`src/rtl/mfb_pkg.sv`:
```
package mfb_pkg;
  localparam int unsigned MFB_COEF_MULT = 40503;

  typedef enum logic [1:0] {
    MAC_HOLD  = 2'd0,
    MAC_LOAD  = 2'd1,
    MAC_ADD   = 2'd2
  } mac_op_e;
endpackage

```
`src/rtl/mfb_history.sv`:
```
module mfb_history #(
  parameter int DATA_W = 16,
  parameter int TAPS   = 32,
  localparam int TAP_W = $clog2(TAPS)
) (
  input  logic                     clk_i,
  input  logic                     rst_ni,
  input  logic                     we_i,
  input  logic signed [DATA_W-1:0] din_i,
  input  logic [TAP_W-1:0]         tap_i,
  output logic signed [DATA_W-1:0] dout_o
);
  logic signed [DATA_W-1:0] mem_q [TAPS];
  logic [TAP_W-1:0] head_q;
  logic [TAP_W-1:0] head_nx;
  logic [TAP_W-1:0] rd_idx;

  assign head_nx = head_q + 1'b1;
  assign rd_idx  = head_q - tap_i;   // tap 0 = newest
  assign dout_o  = mem_q[rd_idx];

  always_ff @(posedge clk_i or negedge rst_ni) begin
    if (!rst_ni) begin
      head_q <= '0;
      for (int i = 0; i < TAPS; i++) mem_q[i] <= '0;
    end else if (we_i) begin
      head_q         <= head_nx;
      mem_q[head_nx] <= din_i;
    end
  end

  assert_newest_written_R10: assert property (@(posedge clk_i) disable iff (!rst_ni)
    we_i |=> mem_q[head_q] == $past(din_i));
endmodule

```
`src/rtl/mfb_coef_rom.sv`:
```
module mfb_coef_rom #(
  parameter int COEF_W = 16,
  parameter int BANDS  = 8,
  parameter int TAPS   = 32,
  localparam int BAND_W = $clog2(BANDS),
  localparam int TAP_W  = $clog2(TAPS),
  localparam int DEPTH  = BANDS * TAPS
) (
  input  logic [BAND_W-1:0]        band_i,
  input  logic [TAP_W-1:0]         tap_i,
  output logic signed [COEF_W-1:0] coef_o
);
  logic [COEF_W-1:0] rom [DEPTH];

  for (genvar g = 0; g < DEPTH; g++) begin : g_rom
    localparam logic [31:0] PROD = 32'(mfb_pkg::MFB_COEF_MULT * (g + 1));
    assign rom[g] = PROD[COEF_W-1:0];
  end

  assign coef_o = $signed(rom[{band_i, tap_i}]);
endmodule

```
`src/rtl/mfb_sequencer.sv`:
```
module mfb_sequencer #(
  parameter int BANDS = 8,
  parameter int TAPS  = 32,
  localparam int BAND_W = $clog2(BANDS),
  localparam int TAP_W  = $clog2(TAPS),
  localparam int LAST   = TAPS + 1,
  localparam int CNT_W  = $clog2(TAPS + 2)
) (
  input  logic              clk_i,
  input  logic              rst_ni,
  input  logic              start_i,
  output logic              busy_o,
  output logic [BAND_W-1:0] band_o,
  output logic [TAP_W-1:0]  tap_o,
  output mfb_pkg::mac_op_e  mac_op_o,
  output logic              wr_o,
  output logic              last_band_o
);
  logic [CNT_W-1:0]  cnt_q;
  logic [BAND_W-1:0] band_q;
  logic              busy_q;

  assign busy_o      = busy_q;
  assign band_o      = band_q;
  assign tap_o       = cnt_q[TAP_W-1:0];
  assign wr_o        = busy_q && (cnt_q == CNT_W'(LAST));
  assign last_band_o = band_q == BAND_W'(BANDS - 1);

  always_comb begin
    mac_op_o = mfb_pkg::MAC_HOLD;
    if (busy_q && cnt_q == CNT_W'(1))
      mac_op_o = mfb_pkg::MAC_LOAD;  // clear at band start
    else if (busy_q && cnt_q > CNT_W'(1) && cnt_q <= CNT_W'(TAPS))
      mac_op_o = mfb_pkg::MAC_ADD;
  end

  always_ff @(posedge clk_i or negedge rst_ni) begin
    if (!rst_ni) begin
      busy_q <= 1'b0;
      band_q <= '0;
      cnt_q  <= '0;
    end else if (start_i) begin
      busy_q <= 1'b1;
      band_q <= '0;
      cnt_q  <= '0;
    end else if (busy_q) begin
      if (cnt_q == CNT_W'(LAST)) begin
        cnt_q <= '0;
        if (last_band_o) busy_q <= 1'b0;
        else             band_q <= band_q + 1'b1;
      end else begin
        cnt_q <= cnt_q + 1'b1;
      end
    end
  end

  assert_cnt_bound_R4: assert property (@(posedge clk_i) disable iff (!rst_ni)
    busy_q |-> cnt_q <= CNT_W'(LAST));
  assert_start_band0_R2: assert property (@(posedge clk_i) disable iff (!rst_ni)
    start_i |=> busy_q && band_q == '0 && cnt_q == '0);
endmodule

```
`src/rtl/mfb_mac.sv`:
```
module mfb_mac #(
  parameter int DATA_W = 16,
  parameter int COEF_W = 16,
  parameter int ACC_W  = 40,
  localparam int PROD_W = DATA_W + COEF_W
) (
  input  logic                     clk_i,
  input  logic                     rst_ni,
  input  logic signed [DATA_W-1:0] smp_i,
  input  logic signed [COEF_W-1:0] coef_i,
  input  mfb_pkg::mac_op_e         op_i,
  output logic signed [ACC_W-1:0]  acc_o
);
  logic signed [PROD_W-1:0] prod_q;
  logic signed [ACC_W-1:0]  prod_ext;
  logic signed [ACC_W-1:0]  acc_q;

  assign prod_ext = {{(ACC_W-PROD_W){prod_q[PROD_W-1]}}, prod_q};
  assign acc_o    = acc_q;

  always_ff @(posedge clk_i or negedge rst_ni) begin
    if (!rst_ni) begin
      prod_q <= '0;
      acc_q  <= '0;
    end else begin
      prod_q <= smp_i * coef_i;
      case (op_i)
        mfb_pkg::MAC_LOAD: acc_q <= prod_ext;
        mfb_pkg::MAC_ADD:  acc_q <= acc_q + prod_ext;
        default:           acc_q <= acc_q;
      endcase
    end
  end

  assert_load_restarts_R5: assert property (@(posedge clk_i) disable iff (!rst_ni)
    op_i == mfb_pkg::MAC_LOAD |=> acc_q == $past(prod_ext));
endmodule

```
`src/rtl/mband_fir_bank.sv`:
```
module mband_fir_bank #(
  parameter int DATA_W = 16,
  parameter int COEF_W = 16,
  parameter int ACC_W  = 40,
  parameter int FRAC   = 15,
  parameter int BANDS  = 8,
  parameter int TAPS   = 32,
  localparam int BAND_W = $clog2(BANDS),
  localparam int TAP_W  = $clog2(TAPS)
) (
  input  logic              clk_i,
  input  logic              rst_ni,
  input  logic              smp_valid_i,
  input  logic [DATA_W-1:0] smp_data_i,
  input  logic [BAND_W-1:0] rd_band_i,
  output logic [DATA_W-1:0] rd_data_o,
  output logic              out_valid_o,
  output logic [BAND_W-1:0] out_band_o,
  output logic [DATA_W-1:0] out_data_o,
  output logic              done_o,
  output logic              busy_o,
  output logic              overrun_o
);
  localparam logic signed [ACC_W-1:0] SAT_HI = ACC_W'((longint'(1) <<< (DATA_W - 1)) - 1);
  localparam logic signed [ACC_W-1:0] SAT_LO = -SAT_HI - 1;

  logic                     accept;
  logic                     busy;
  logic [BAND_W-1:0]        band;
  logic [TAP_W-1:0]         tap;
  mfb_pkg::mac_op_e         mac_op;
  logic                     wr_band;
  logic                     last_band;
  logic signed [DATA_W-1:0] hist_smp;
  logic signed [COEF_W-1:0] coef;
  logic signed [ACC_W-1:0]  acc;
  logic signed [ACC_W-1:0]  shifted;
  logic [DATA_W-1:0]        sat_val;
  logic [DATA_W-1:0]        res_q [BANDS];

  assign accept = smp_valid_i && !busy;
  assign busy_o = busy;

  mfb_history #(.DATA_W(DATA_W), .TAPS(TAPS)) hist_i (
    .clk_i, .rst_ni, .we_i(accept), .din_i($signed(smp_data_i)),
    .tap_i(tap), .dout_o(hist_smp));

  mfb_coef_rom #(.COEF_W(COEF_W), .BANDS(BANDS), .TAPS(TAPS)) rom_i (
    .band_i(band), .tap_i(tap), .coef_o(coef));

  mfb_sequencer #(.BANDS(BANDS), .TAPS(TAPS)) seq_i (
    .clk_i, .rst_ni, .start_i(accept), .busy_o(busy), .band_o(band),
    .tap_o(tap), .mac_op_o(mac_op), .wr_o(wr_band), .last_band_o(last_band));

  mfb_mac #(.DATA_W(DATA_W), .COEF_W(COEF_W), .ACC_W(ACC_W)) mac_i (
    .clk_i, .rst_ni, .smp_i(hist_smp), .coef_i(coef), .op_i(mac_op), .acc_o(acc));

  always_comb begin
    shifted = acc >>> FRAC;
    if (shifted > SAT_HI)      sat_val = SAT_HI[DATA_W-1:0];
    else if (shifted < SAT_LO) sat_val = SAT_LO[DATA_W-1:0];
    else                       sat_val = shifted[DATA_W-1:0];
  end

  always_ff @(posedge clk_i or negedge rst_ni) begin
    if (!rst_ni) begin
      out_valid_o <= 1'b0;
      out_band_o  <= '0;
      out_data_o  <= '0;
      done_o      <= 1'b0;
      overrun_o   <= 1'b0;
      for (int i = 0; i < BANDS; i++) res_q[i] <= '0;
    end else begin
      out_valid_o <= wr_band;
      done_o      <= wr_band && last_band;
      if (smp_valid_i && busy) overrun_o <= 1'b1;
      if (wr_band) begin
        out_band_o  <= band;
        out_data_o  <= sat_val;
        res_q[band] <= sat_val;
      end
    end
  end

  assign rd_data_o = res_q[rd_band_i];

  assert_overrun_set_R3: assert property (@(posedge clk_i) disable iff (!rst_ni)
    smp_valid_i && busy |=> overrun_o);
  assert_overrun_sticky_R3: assert property (@(posedge clk_i) disable iff (!rst_ni)
    overrun_o |=> overrun_o);
  assert_done_with_last_R8: assert property (@(posedge clk_i) disable iff (!rst_ni)
    done_o |-> out_valid_o && out_band_o == BAND_W'(BANDS - 1) && !busy);
  assert_valid_pulse_R4: assert property (@(posedge clk_i) disable iff (!rst_ni)
    out_valid_o |=> !out_valid_o);
  assert_result_range_R7: assert property (@(posedge clk_i) disable iff (!rst_ni)
    out_valid_o |-> out_data_o == res_q[out_band_o]);
endmodule

```
`config.mk`:
```
export PLATFORM = sky130hd
export DESIGN_NAME = mband_fir_bank
export DESIGN_NICKNAME = d
export VERILOG_FILES = /design/src/rtl/mfb_pkg.sv /design/src/rtl/mfb_history.sv /design/src/rtl/mfb_coef_rom.sv /design/src/rtl/mfb_sequencer.sv /design/src/rtl/mfb_mac.sv /design/src/rtl/mband_fir_bank.sv
export SDC_FILE = /design/constraint.sdc
export NUM_CORES = 2
export LEC_CHECK = 0
export BUFFER_PORTS_ARGS = -buffer_cell sky130_fd_sc_hd__buf_2
export CAP_MARGIN = 20
export CORE_MARGIN = 2
export CORE_UTILIZATION = 37
export DETAILED_ROUTE_END_ITERATION = 7
export GPL_TIMING_DRIVEN = 0
export HOLD_SLACK_MARGIN = 0.15
export PLACE_DENSITY = 0.49
export SLEW_MARGIN = 10
export SYNTH_ARGS = -nofsm -noshare
export SYNTH_HDL_FRONTEND = slang
export SYNTH_HIERARCHICAL = 1
export SYNTH_SLANG_ARGS = --single-unit
```
`constraint.sdc`:
```
create_clock -name clk_i -period 16.5 [get_ports clk_i]
set_input_delay 0.825 -clock clk_i [delete_from_list [all_inputs] [get_ports clk_i]]
set_output_delay 0.825 -clock clk_i [all_outputs]
set_load 0.1 [all_outputs]
```
==> qor.yml <==
worst_setup_path:
  r2r-end: "mac_i/prod_q[30]"
  cp-startpoint: "seq_i/cnt_q[0]"
  crit_type: "reg -> reg"
  critical_path.top_delay_family: "adder cells"
  path_buf_inv: 9
  critPathRequiredTime_ns: 17.01
  cp_slowest_cell: "a2111oi_1"
  crit_arrival_ns: 12.81
  end_kind: "register"
  reg2reg_setup_slack_ns: 4.19
  r2r-start: "seq_i/cnt_q[0]"
  cp_common_cell: "fa_1"
  cp_max_fo: 10
  rr_worst_depth: 32
  crit_path_max_incr_delay_ns: 0.84
  critPathLaunchType: "register"
layout:
  syn_to_final_growth_pct: 11.0
  design_area_um2: 56800
  layout-drive-gt1-share_pct: 19.4
  final_util_pct: 41.3
  fillers: 13400
  final_cell_mix: "dfrtp_1, mux2_2, nand2_1, inv_1, clkbuf_1"
  nNetsFinal: 5319
  final_common_cell: "dfrtp_1"
clock_tree:
  clk_latency_ns: 0.67
  root_buffer: "clkbuf_16"
  cts_sinks: 749
  path_clk_slew_ns: 0.06
  cts_made_buffers: 82
  cts_buffer_depth: 3
  htreeDepth: 3
  postCtsSetupBuffers: 0
  tritoncts: "built"
  post_cts_resized: 0
logic_synthesis:
  synth_area_per_cell_um2: 10.8
  ys_types: 120
  ys_ff_latch: 749
  ys_seq_area_share_pct: 36.6
  synth-edff-count: 0
  synth_top_family_by_area: "multiplexers"
  synthAdderAreaFrac_pct: 13.9
  synthMuxAreaShare_pct: 15.8
  synth_xor_area_share_pct: 1.26
  netlist_instances: 4723
  ys_warn_count: 6
  async_reset_ff_share_pct: 100
  syn-cell-area_um2: 51200
  yosys_most_used_dff: "dfrtp_1"
  synth-simple-area-share_pct: 13.3
  synth_compound_area_share_pct: 13.2
  syn-num-nets: 5157
floorplan:
  initial_utilization_pct: 37.3
  design.die.area_um2: 141000
  die_h_um: 376
  row_count: 136
  core_um2: 137000
  fp.dieW_um: 376
  io_pins: 61
global_route:
  grt_max_degree: 102
  grt_pass1_wl_um: 268000
  grt_pass1_vias: 39700
  grt_overflow: 0
  antenna_found_initial: 4
  grt.total_usage_pct: 25.2
sta:
  layout_min_cycle_time_ns: 12.31
  fmax_mhz: 81.3
  tightest_slew_ns: 1.09
  setup_viol: 0
  maxSlewViolCount: 0
  fin_tns_setup_ns: 0
  relSlewSlack_pct: 25.2
  min_period_over_period_pct: 74.6
  rsz0062_at_grt: "no"
  hold_violations: 0
  fin_worst_skew_ns: 0.0406
hold_path:
  min_from: "smp_valid_i"
  hold_path_end: "overrun_o"
  hold_path_class: "in -> reg"
  holdPathStages: 2
placed_design:
  io_buffers: 58
  hpwl_um: 132000
  placed_area_um2: 54200
  place_congestion: 0.935
detailed_routing:
  ant_nets: 0
  drtIter0Drc: 3156
  drc_errors: 0
  wl_per_cell_um: 26.3
  first_pass_iters: 6
  routed_via_density: 5.73
  routed_wl_um: 177000
  vias: 38600
outcome:
  outcome: "finished clean"
job:
  cap_violations: 0
[per-layer routing]
metal  vias to the layer above  GRT usage (%)  wire length (µm)
met3                       256           3.29              9430
met2                      1198           40.3             81300
li1                      17100              -                 -
met1                     20100           36.1             82000
met5                         -              0                11
met4                         2           5.98              4470
[how the worst max path moves through the flow]
stage / endpoint / slack [ns] / cells after the start
floorplan: mac_i/prod_q[31] / 7.82 / 30
global placement: hist_i/mem_q[220] / -2.82 / 1
detailed placement: mac_i/prod_q[30] / 4.25 / 32
CTS: mac_i/prod_q[30] / 4.18 / 32
global route: mac_i/prod_q[30] / 3.72 / 32
finish: mac_i/prod_q[30] / 4.19 / 32
[registers in the layout, summed over array words and instances (netlist names)]
signal,cells
hist_i/mem_q,512
res_q,128
mac_i/acc_o,40
mac_i/prod_q,32
out_data_o,16
seq_i/cnt_q,6
hist_i/head_q,5
out_band_o,3
seq_i/band_o,3
done_o,1
out_valid_o,1
overrun_o,1
seq_i/busy_o,1
[kinds of logic after synthesis]
family / Yosys count
fa+ha+maj: 412
flops: 749
simple gates: 1215
xor+xnor: 73
compound gates: 899
buf+inv: 709
mux: 666
[cell type report]
class	count	area, µm²	share of cell area (%)
Inverter	327	1230	2.16
Sequential cell	749	18700	33.0
Antenna cell	1	2.50	0.00440
Clock inverter	24	249	0.438
Timing Repair Buffer	78	637	1.12
Tap cell	1794	2240	3.95
Buffer	382	1840	3.23
Clock buffer	121	2410	4.24
Multi-Input combinational cell	3265	29500	51.9
[through the flow]
step / cells / hold WS [ns] / worst slack (ns)
after detailed placement: 6593 / 0.439 / 4.25
final: 6741 / 0.395 / 4.19
after floorplan: 4723 / 0.443 / 7.82
after CTS: 6739 / 0.349 / 4.18
after global routing: 6740 / 0.388 / 3.72
after global placement: 6575 / 0.436 / -2.82
[synthesized netlist by cell type (16+ instances only)]
cell type	number	area share (%)
nand2b_1	36	0.44
a21o_1	42	0.62
fa_1	264	10
nand2_1	382	2.8
nor3_1	23	0.22
nor2b_1	263	3.2
or4_1	19	0.28
clkbuf_1	250	1.8
o211ai_1	16	0.23
inv_1	322	2.4
a2111oi_0	244	4.2
buf_6	23	0.51
xor2_1	22	0.38
ha_1	148	3.6
nand3_1	53	0.52
and2_1	136	1.7
mux4_2	32	1.4
nor4_1	64	0.78
mux2_2	398	8.8
o21ai_0	102	1.0
xnor2_1	50	0.85
dfrtp_1	749	37
o31ai_1	139	2.0
mux2_4	88	2.6
a211oi_1	23	0.34
mux2i_1	92	1.8
buf_4	34	0.50
a31oi_1	24	0.29
nor2_1	90	0.66
buf_2	57	0.56
a21oi_1	132	1.3
mux2_1	56	1.2
[worst reg2reg max path: cells and delay by family, from the launching register on]
kind	cells	cell delay, ns
adders and majority gates	9	3.99
buffers and inverters	9	2.71
AOI/OAI and AO/OA	5	1.89
and+or+nand+nor	6	1.57
muxes	2	1.22
DFF	1	0.45
xor gates and xnor gates	1	0.33
[timing repair]
item	CTS	global route
setup endpoints to repair	0	0
endpoints found under the hold margin	58	0
hold buffers	1	0
Power is left out: the tool's default activity adds up to more than one toggle a clock period on the data nets, which glitch-free logic cannot reach.
